### src/rtl/ptmr_pkg.sv
package ptmr_pkg;
  localparam int unsigned CTRL_W = 8;

  typedef enum logic [1:0] {
    PRE_DIV1   = 2'b00,
    PRE_DIV16  = 2'b01,
    PRE_DIV256 = 2'b10,
    PRE_RSVD   = 2'b11
  } presc_e;

  // bit order matches the control word layout 7..0
  typedef struct packed {
    logic   en;
    logic   periodic;
    logic   irq_en;
    logic   spare;
    presc_e presc;
    logic   size32;
    logic   oneshot;
  } ctrl_t;

  // word indices (byte address >> 2)
  localparam logic [1:0] IDX_LOAD  = 2'd0;
  localparam logic [1:0] IDX_VALUE = 2'd1;
  localparam logic [1:0] IDX_CTRL  = 2'd2;
  localparam logic [1:0] IDX_ICLR  = 2'd3;
endpackage

### src/rtl/ptmr_regs.sv
module ptmr_regs
  import ptmr_pkg::*;
#(
  parameter int unsigned DATA_W = 32,
  parameter int unsigned ADDR_W = 4
) (
  input  logic              clk_i,
  input  logic              rst_ni,
  input  logic              wr_en_i,
  input  logic [ADDR_W-1:0] addr_i,
  input  logic [DATA_W-1:0] wdata_i,
  input  logic [DATA_W-1:0] cnt_i,
  output ctrl_t             ctrl_o,
  output logic [DATA_W-1:0] load_o,
  output logic              load_wr_o,
  output logic              value_wr_o,
  output logic              iclr_o,
  output logic [DATA_W-1:0] rdata_o
);
  logic [ADDR_W-1:0] word_idx;
  logic              hit_load, hit_value, hit_ctrl, hit_iclr;
  ctrl_t             ctrl_q;
  logic [DATA_W-1:0] load_q;

  assign word_idx  = addr_i >> 2;
  assign hit_load  = (word_idx == ADDR_W'(IDX_LOAD));
  assign hit_value = (word_idx == ADDR_W'(IDX_VALUE));
  assign hit_ctrl  = (word_idx == ADDR_W'(IDX_CTRL));
  assign hit_iclr  = (word_idx == ADDR_W'(IDX_ICLR));

  assign load_wr_o  = wr_en_i && hit_load;
  assign value_wr_o = wr_en_i && hit_value;
  assign iclr_o     = wr_en_i && hit_iclr;

  always_ff @(posedge clk_i or negedge rst_ni) begin
    if (!rst_ni) begin
      ctrl_q <= '0;
      load_q <= '0;
    end else begin
      if (wr_en_i && hit_ctrl) ctrl_q <= ctrl_t'(wdata_i[CTRL_W-1:0]);
      if (load_wr_o)           load_q <= wdata_i;
    end
  end

  always_comb begin
    rdata_o = '0;
    if (hit_load)       rdata_o = load_q;
    else if (hit_value) rdata_o = cnt_i;
    else if (hit_ctrl)  rdata_o = DATA_W'(ctrl_q);
  end

  assign ctrl_o = ctrl_q;
  assign load_o = load_q;


  ctrl_readback_chk: assert property (@(posedge clk_i) disable iff (!rst_ni)
    wr_en_i && hit_ctrl |=> ctrl_q == ctrl_t'($past(wdata_i[CTRL_W-1:0])));
endmodule

### src/rtl/ptmr_prescaler.sv
module ptmr_prescaler
  import ptmr_pkg::*;
#(
  parameter int unsigned MID_LOG2 = 4,
  parameter int unsigned HI_LOG2  = 8
) (
  input  logic   clk_i,
  input  logic   rst_ni,
  input  logic   en_i,
  input  logic   restart_i,
  input  presc_e sel_i,
  output logic   tick_o
);
  localparam int unsigned PW = HI_LOG2;
  localparam logic [PW-1:0] MID_MASK = PW'((1 << MID_LOG2) - 1);

  logic [PW-1:0] pcnt_q;
  logic [PW-1:0] mask;

  always_comb begin
    unique case (sel_i)
      PRE_DIV1:  mask = '0;
      PRE_DIV16: mask = MID_MASK;
      default:   mask = '1;  // 10 and reserved 11
    endcase
  end

  assign tick_o = en_i && ((pcnt_q & mask) == mask);

  always_ff @(posedge clk_i or negedge rst_ni) begin
    if (!rst_ni)        pcnt_q <= '0;
    else if (restart_i) pcnt_q <= '0;
    else if (en_i)      pcnt_q <= pcnt_q + PW'(1);
  end


  presc_spacing_chk: assert property (@(posedge clk_i) disable iff (!rst_ni)
    tick_o && sel_i != PRE_DIV1 && !restart_i |=> !tick_o || sel_i == PRE_DIV1);
endmodule

### src/rtl/ptmr_counter.sv
module ptmr_counter
  import ptmr_pkg::*;
#(
  parameter int unsigned DATA_W   = 32,
  parameter int unsigned NARROW_W = 16
) (
  input  logic              clk_i,
  input  logic              rst_ni,
  input  ctrl_t             ctrl_i,
  input  logic              tick_i,
  input  logic [DATA_W-1:0] load_i,
  input  logic              load_wr_i,
  input  logic              value_wr_i,
  input  logic [DATA_W-1:0] wdata_i,
  input  logic              iclr_i,
  output logic [DATA_W-1:0] cnt_o,
  output logic              raw_o
);
  localparam logic [DATA_W-1:0] NARROW_MASK = DATA_W'({NARROW_W{1'b1}});

  logic [DATA_W-1:0] cnt_q, cnt_d, cnt_m, size_mask;
  logic              raw_q, hit, sw_wr;

  assign size_mask = ctrl_i.size32 ? '1 : NARROW_MASK;
  assign cnt_m     = cnt_q & size_mask;
  assign sw_wr     = load_wr_i || value_wr_i;

  always_comb begin
    cnt_d = cnt_q;
    hit   = 1'b0;
    if (sw_wr) begin
      cnt_d = wdata_i;
    end else if (tick_i) begin
      if (cnt_m == '0) begin
        if (!ctrl_i.oneshot)
          cnt_d = ctrl_i.periodic ? (load_i & size_mask) : size_mask;
      end else begin
        cnt_d = cnt_m - DATA_W'(1);
        hit   = (cnt_m == DATA_W'(1));
      end
    end
  end

  always_ff @(posedge clk_i or negedge rst_ni) begin
    if (!rst_ni) begin
      cnt_q <= '0;
      raw_q <= 1'b0;
    end else begin
      cnt_q <= cnt_d;
      if (hit)         raw_q <= 1'b1;
      else if (iclr_i) raw_q <= 1'b0;
    end
  end

  assign cnt_o = cnt_m;
  assign raw_o = raw_q;


  freeze_chk: assert property (@(posedge clk_i) disable iff (!rst_ni)
    !ctrl_i.en && !sw_wr |=> $stable(cnt_q));

  free_wrap_chk: assert property (@(posedge clk_i) disable iff (!rst_ni)
    tick_i && !ctrl_i.periodic && !ctrl_i.oneshot && cnt_m == '0 && !sw_wr
    |=> cnt_q == $past(size_mask));

  periodic_reload_chk: assert property (@(posedge clk_i) disable iff (!rst_ni)
    tick_i && ctrl_i.periodic && !ctrl_i.oneshot && cnt_m == '0 && !sw_wr
    |=> cnt_q == $past(load_i & size_mask));

  oneshot_hold_chk: assert property (@(posedge clk_i) disable iff (!rst_ni)
    ctrl_i.oneshot && cnt_m == '0 && !sw_wr |=> cnt_q == $past(cnt_q));

  raw_set_chk: assert property (@(posedge clk_i) disable iff (!rst_ni)
    $rose(raw_q) |-> $past(cnt_m) == DATA_W'(1) && $past(tick_i));

  iclr_chk: assert property (@(posedge clk_i) disable iff (!rst_ni)
    iclr_i && !hit |=> !raw_q);
endmodule

### src/rtl/ptmr_timer.sv
module ptmr_timer
  import ptmr_pkg::*;
#(
  parameter int unsigned DATA_W   = 32,
  parameter int unsigned NARROW_W = 16,
  parameter int unsigned ADDR_W   = 4,
  parameter int unsigned MID_LOG2 = 4,
  parameter int unsigned HI_LOG2  = 8
) (
  input  logic              clk_i,
  input  logic              rst_ni,
  input  logic              wr_en_i,
  input  logic [ADDR_W-1:0] addr_i,
  input  logic [DATA_W-1:0] wdata_i,
  output logic [DATA_W-1:0] rdata_o,
  output logic              irq_o,
  output logic              raw_irq_o
);
  ctrl_t             ctrl;
  logic [DATA_W-1:0] load, cnt;
  logic              load_wr, value_wr, iclr, tick, raw;

  ptmr_regs #(.DATA_W(DATA_W), .ADDR_W(ADDR_W)) i_regs (
    .clk_i, .rst_ni, .wr_en_i, .addr_i, .wdata_i,
    .cnt_i      (cnt),
    .ctrl_o     (ctrl),
    .load_o     (load),
    .load_wr_o  (load_wr),
    .value_wr_o (value_wr),
    .iclr_o     (iclr),
    .rdata_o
  );

  ptmr_prescaler #(.MID_LOG2(MID_LOG2), .HI_LOG2(HI_LOG2)) i_presc (
    .clk_i, .rst_ni,
    .en_i      (ctrl.en),
    .restart_i (load_wr),
    .sel_i     (ctrl.presc),
    .tick_o    (tick)
  );

  ptmr_counter #(.DATA_W(DATA_W), .NARROW_W(NARROW_W)) i_cnt (
    .clk_i, .rst_ni,
    .ctrl_i     (ctrl),
    .tick_i     (tick),
    .load_i     (load),
    .load_wr_i  (load_wr),
    .value_wr_i (value_wr),
    .wdata_i,
    .iclr_i     (iclr),
    .cnt_o      (cnt),
    .raw_o      (raw)
  );

  assign raw_irq_o = raw;
  assign irq_o     = raw && ctrl.irq_en;


  irq_gate_chk: assert property (@(posedge clk_i) disable iff (!rst_ni)
    irq_o |-> raw_irq_o);
endmodule

### config.mk
export PLATFORM = sky130hd
export DESIGN_NAME = ptmr_timer
export DESIGN_NICKNAME = d
export VERILOG_FILES = /design/src/rtl/ptmr_pkg.sv /design/src/rtl/ptmr_regs.sv /design/src/rtl/ptmr_prescaler.sv /design/src/rtl/ptmr_counter.sv /design/src/rtl/ptmr_timer.sv
export SDC_FILE = /design/constraint.sdc
export NUM_CORES = 1
export LEC_CHECK = 0
export BUFFER_PORTS_ARGS = -buffer_cell sky130_fd_sc_hd__buf_4
export CAP_MARGIN = 10
export CORE_MARGIN = 5
export CORE_UTILIZATION = 25
export CTS_BUF_LIST = sky130_fd_sc_hd__clkbuf_4 sky130_fd_sc_hd__clkbuf_8
export CTS_CLUSTER_DIAMETER = 150
export CTS_CLUSTER_SIZE = 10
export DETAILED_ROUTE_END_ITERATION = 10
export GPL_TIMING_DRIVEN = 0
export SETUP_SLACK_MARGIN = 0.1
export SKIP_LAST_GASP = 1
export SLEW_MARGIN = 20
export SYNTH_ARGS = -nofsm -noshare
export SYNTH_HDL_FRONTEND = slang
export SYNTH_SLANG_ARGS = --single-unit
### constraint.sdc
create_clock -name clk_i -period 2.6 [get_ports clk_i]
set_clock_uncertainty 0.1 [all_clocks]
set_input_delay 0.26 -clock clk_i [delete_from_list [all_inputs] [get_ports clk_i]]
set_output_delay 0.26 -clock clk_i [all_outputs]
set_load 0.1 [all_outputs]
### After elaboration in Yosys (flattened, before gate mapping)

Index checks and enable logic that the tools add are counted.

| storage, ports and cells | value |
|---|---|
| bits in registers | 81 |
| bits of input ports | 39 |
| output and inout port bits | 34 |
| word-level logic and storage cells | 54 |

| cells by class | value |
|---|---|
| add/sub/neg operators | 2 |
| eq/ne operators | 7 |
| muxes and demuxes | 17 |
| bitwise operators | 3 |
| reduce and logical (&&, ||, !) cells | 14 |

Operator list:

| kind | number |
|---|---|
| 2-to-1 mux 32 bit | 8 |
| bitwise AND 32 bit | 2 |
| == test 32 x 1 -> 1 bit (second input constant) | 1 |
| zero test 32 bit | 1 |
| subtractor 32 x 1 -> 32 bit (second input constant) | 1 |
| 2-to-1 mux 8 bit | 3 |
| case mux 8 bit (2 select lines) | 1 |
| adder 8 x 1 -> 8 bit (second input constant) | 1 |
| bitwise AND 8 bit | 1 |
| == test 8 bit | 1 |
| logical AND 1 bit | 6 |
| nonzero test 2 bit | 3 |
| 2-to-1 mux 1 bit | 5 |
| == test 2 x 1 -> 1 bit (second input constant) | 2 |
| == test 2 bit (second input constant) | 2 |
| zero test 4 bit | 1 |
| inequality test 3 x 2 -> 1 bit (second input constant) | 1 |
| zero test 2 bit | 1 |
| AND reduction 2 bit | 1 |
| logical OR 1 bit | 1 |

### Longest topological paths before layout

| logic depth | value |
|---|---|
| depth in word-level cells | 8 |
| depth in mapped cells | 10 |
| mapped depth without buffers | 8 |

### Modules after synthesis

Synthesis repeated with hierarchy kept, for this count alone.

| unflattened totals | value |
|---|---|
| cells, all modules | 582 |
| area, all modules | 5586.6 um^2 |

By module, submodules not included:

| module | instances | cells an instance | area an instance (um^2) | sequential area each (um^2) |
|---|---|---|---|---|
| ptmr_counter | 1 | 377 | 3113.0 | 825.8 |
| ptmr_regs | 1 | 162 | 2057.0 | 1001.0 |
| ptmr_prescaler | 1 | 42 | 410.4 | 200.2 |
| ptmr_timer | 1 | 1 | 6.3 | 0.0 |

### Least setup slack after synthesis

OpenSTA, ideal clock, no wires.

| path | value |
|---|---|
| path kind | input -> output |
| start | in addr_i[2] |
| end | out rdata_o[3] |
| arrival time | 3152 ps |
| required time | 2240 ps |
| setup slack | -912 ps |
| stages | 4 |
| buffers on the path | 2 |
| cells stage by stage | clkbuf_1 > clkbuf_1 > mux2i_1 > o21ai_0 |

| between the ends | value |
|---|---|
| cells in the longest elaborated chain, start to end | 4 |
| elaborated cells between the ends (all ways) | 6 |
| those cells by class | eq/ne: 2; mux: 3; reduce/logical: 1 |

Ends and longest elaborated chain:

| what | line | source |
|---|---|---|
| start: declaration | ptmr_timer.sv:13 | `input logic [ADDR_W-1:0] addr_i,` |
| == test 2 bit | ptmr_regs.sv:28 | `assign hit_ctrl = (word_idx == ADDR_W'(IDX_CTRL));` |
| 2-to-1 mux 8 bit | ptmr_regs.sv:49 | `else if (hit_ctrl) rdata_o = DATA_W'(ctrl_q);` |
| 2-to-1 mux 32 bit | ptmr_regs.sv:48 | `else if (hit_value) rdata_o = cnt_i;` |
| 2-to-1 mux 32 bit * | ptmr_regs.sv:47 | `if (hit_load) rdata_o = load_q;` |
| end: declaration | ptmr_timer.sv:15 | `output logic [DATA_W-1:0] rdata_o,` |

Every way passes the cells marked *; elsewhere a longest branch is shown, timed or not.

### Worst setup path in the final report

| path | value |
|---|---|
| start | reg i_cnt.cnt_q[17] |
| end | reg i_cnt.cnt_q[28] |

| between the ends | value |
|---|---|
| cells in the longest elaborated chain, start to end | 5 |
| elaborated cells between the ends (all ways) | 8 |
| those cells by class | add/sub: 1; eq/ne: 1; mux: 3; bitwise: 1; reduce/logical: 2 |

Ends and longest elaborated chain:

| what | line | source |
|---|---|---|
| start: declaration | ptmr_counter.sv:21 | `logic [DATA_W-1:0] cnt_q, cnt_d, cnt_m, size_mask;` |
| start signal: assignment | ptmr_counter.sv:49 | `cnt_q <= cnt_d;` |
| bitwise AND 32 bit * | ptmr_counter.sv:25 | `assign cnt_m = cnt_q & size_mask;` |
| subtractor 32 x 1 -> 32 bit or zero test 32 bit (tied branches) | ptmr_counter.sv:38, ptmr_counter.sv:34 |  |
| 2-to-1 mux 32 bit | ptmr_counter.sv:34 | `if (cnt_m == '0) begin` |
| 2-to-1 mux 32 bit | ptmr_counter.sv:33 | `end else if (tick_i) begin` |
| 2-to-1 mux 32 bit | ptmr_counter.sv:31 | `if (sw_wr) begin` |

Every way passes the cells marked *; elsewhere a longest branch is shown, timed or not. The select of a mux whose other input is x is not followed.
A chain may end at the register's enable or synchronous reset.

==> impl_metrics.env <==
export IMPL_hold_viol_final=0
export IMPL_ios=73
export IMPL_cp_required_ns=2.77
export IMPL_power_density_nw_per_um2=714.5
export IMPL_cts_made_buffers=9
export IMPL_die_h_um=154.4
export IMPL_fin_cells=996
export IMPL_yosysSeqAreaShare=0.3889
export IMPL_total_power_mw=5.144
export IMPL_fmax_ghz=0.3728
export IMPL_synthFlopType="dfrtp_1"
export IMPL_antenna_found_initial=0
export IMPL_slowest_delay_ns=0.49
export IMPL_cap_violations=0
export IMPL_grt_max_degree=82
export IMPL_place_ws_ns=-0.8885
export IMPL_ys_types=59
export IMPL_synth_mux_area_frac=0.1126
export IMPL_clk_latency_ns=0.38
export IMPL_ys_warn_count=0
export IMPL_crit_path_top_delay_cell="o41a_1"
export IMPL_endpoint_kind="flip-flop"
export IMPL_grt_pass1_wl_um=31150
export IMPL_synth_commonest_cells="dfrtp_1, nand2_1, nor2_1, o21ai_0, clkbuf_1"
export IMPL_synth_simple_area_share=0.2333
export IMPL_ys_async_sr_fraction=1.000
export IMPL_finish_utilization=0.3535
export IMPL_setup_violations=18
export IMPL_dp_hpwl_um=13790
export IMPL_switching_share=0.4512
export IMPL_core_area_um2=20360
export IMPL_seqPwrFrac=0.356
export IMPL_ys_seq_elements=81
export IMPL_overflow=0
export IMPL_whs_ns=0.007543
export IMPL_min_period_ns=2.683
export IMPL_cts_buffer_depth=2
export IMPL_die_width_um=154.4
export IMPL_syn_inst=607
export IMPL_cts_root_buffer="clkbuf_8"
export IMPL_dp_cells=945
export IMPL_worstPathMaxFanout=10
export IMPL_synth_top_area_frac=0.3889
export IMPL_fin_ws_ns=-0.08274
export IMPL_synthAdderAreaFrac=0.007201
export IMPL_drt_drc_violations_left=0
export IMPL_syn_to_final_growth_pct=38.12
export IMPL_grt_usage=0.1669
export IMPL_yosys_cell_count_top_type="dfrtp_1"
export IMPL_synthXorXnorAreaFrac=0.02520
export IMPL_avgSynthCellArea_um2=8.587
export IMPL_hold_class="input port to flip-flop"
export IMPL_fin_tns_setup_ns=-0.9300
export IMPL_cts_tree="done"
export IMPL_wirelength_um=20500
export IMPL_syn_cell_area_um2=5212
export IMPL_peakVddDrop_mv=0.2781
export IMPL_path_clk_slew_ns=0.09
export IMPL_drtAntennaViolNets=0
export IMPL_switching_power_mw=2.321
export IMPL_finalInstanceArea_um2=7199
export IMPL_synth_compound_area_frac=0.1872
export IMPL_postPlaceCellArea_um2=6193
export IMPL_n_antenna_cell=0
export IMPL_worstSetupPathType="flip-flop to flip-flop"
export IMPL_cp_arrival_ns=2.85
export IMPL_pwr_share_comb=0.452
export IMPL_syn_nets=649
export IMPL_initial_utilization=0.2560
export IMPL_nets=763
export IMPL_grt_setup_unrepaired="yes"
export IMPL_period_share=1.032
export IMPL_gp_congestion=0.9606
export IMPL_htree_num_levels=3
export IMPL_drt_iter0_drc=492
export IMPL_intPower_mw=2.823
export IMPL_pwr_share_clk=0.192
export IMPL_grt_pass1_vias=5320
export IMPL_p_leak_nw=2.799
export IMPL_violations="setup timing"
export IMPL_cp_cell_sequence="clkbuf_4 > or3_4 > o41a_1 > o31a_1 > buf_4 > nor2_4 > nor4b_2 > a221o_1"
export IMPL_vias=5421
export IMPL_die_area_um2=23840
export IMPL_routed_via_density=5.443
export IMPL_start_kind="flip-flop"
export IMPL_worst_slew_pin_slew_ns=0.9509
export IMPL_status="complete, but fails checks"
export IMPL_layout_drive_gt1_share=0.3705
export IMPL_drv_slew=0
export IMPL_synth_edf_count=0
export IMPL_wire_per_inst_um=20.58
export IMPL_slew_headroom=0.3660
export IMPL_synth_largest_area_cell="dfrtp_1"
export IMPL_synth_top_family_by_area="simple AND/OR/NAND/NOR gates"
export IMPL_yosys_top_cells_area="dfrtp_1, mux2_2, o21ai_0, nand2_1, a21oi_1"
export IMPL_row_count=52
export IMPL_portBuffers=68
export IMPL_drt_pass1_iter_count=5
export IMPL_clock_sinks=81
## cell type report
class,instances,area (µm²)
Clock inverter,7,76.32
Clock buffer,9,123.9
Inverter,10,37.54
Fill cell,2047,13170
Sequential cell,81,2034
Tap cell,270,337.8
Timing Repair Buffer,105,864.6
Multi-Input combinational cell,465,3418
Buffer,49,306.5
## flip-flops by register name, indices dropped and copies added (netlist names)
signal,cells
i_cnt.cnt_q,32
i_cnt.raw_o,1
i_presc.pcnt_q,8
i_regs.ctrl_o,8
i_regs.load_o,32
## power by group through the flow
stage | Clock [mW] | Sequential (mW) | Combinational [mW]
2_1_floorplan | 0 | 1.74 | 1.48
3_3_place_gp | 0 | 1.81 | 1.93
3_5_place_dp | 0 | 1.82 | 1.94
4_1_cts | 0.992 | 1.81 | 2.19
5_1_grt | 1.04 | 1.87 | 2.47
6_report | 0.988 | 1.83 | 2.32
## routing by layer
layer	vias to the layer above	track usage	wire length, µm
li1	2462	-	-
met1	2632	0.2273	8915
met2	271	0.2589	9303
met3	56	0.03297	1555
met4	0	0.07023	721
met5	-	0	0
## critical path: cells and delay by family (launching register included)
family / cells / cell delay [ns]
flops: 1 / 0.39
simple gates: 3 / 0.63
compound gates: 3 / 1.09
buf+inv: 2 / 0.36
## cell families after synthesis
logic type               Yosys count
AND/OR/NAND/NOR                  240
AO/OA/AOI/OAI                    153
flip-flops                        81
buffers and inverters             61
multiplexers                      54
XOR/XNOR                          15
adder cells (fa/ha/maj)            3
## what timing repair did
item / CTS / global route
gates resized for setup: 84 / 45
pin swaps: 8 / 24
cloned: 2 / 0
hold endpoints to repair: 0 / 81
hold buffers: 0 / 1
buffers inserted: 26 / 9
endpoints found under the setup margin: 49 / 48
## placed cells by master (no fill, tap or decap), types with 17 or more instances in the layout
cell type,synthesis,layout
a21oi_2,0,22
buf_4,0,93
clkbuf_1,43,28
dfrtp_1,81,75
mux2_2,37,37
mux2i_1,17,17
nand2_1,57,53
nand2b_1,18,18
nand3_1,33,32
nor2_1,48,38
nor3_1,24,18
o21ai_0,44,30
## final timing paths
check	cells after the start	to	slack, ns	start
worst max-delay path	8	i_cnt.cnt_q[28]$_DFFE_PN0P_	-0.08	i_cnt.cnt_q[17]$_DFFE_PN0P_
worst min-delay path	3	i_cnt.cnt_q[13]$_DFFE_PN0P_	0.008	wdata_i[13]
worst max register to register	8	i_cnt.cnt_q[28]$_DFFE_PN0P_	-0.08	i_cnt.cnt_q[17]$_DFFE_PN0P_
worst min register to register	1	i_regs.ctrl_o[4]$_DFFE_PN0P_	0.41	i_regs.ctrl_o[4]$_DFFE_PN0P_
max in group asynchronous	2	i_cnt.cnt_q[27]$_DFFE_PN0P_	1.37	rst_ni
min in group asynchronous	2	i_cnt.cnt_q[10]$_DFFE_PN0P_	0.38	rst_ni
Power figures use the tool's default switching activity.
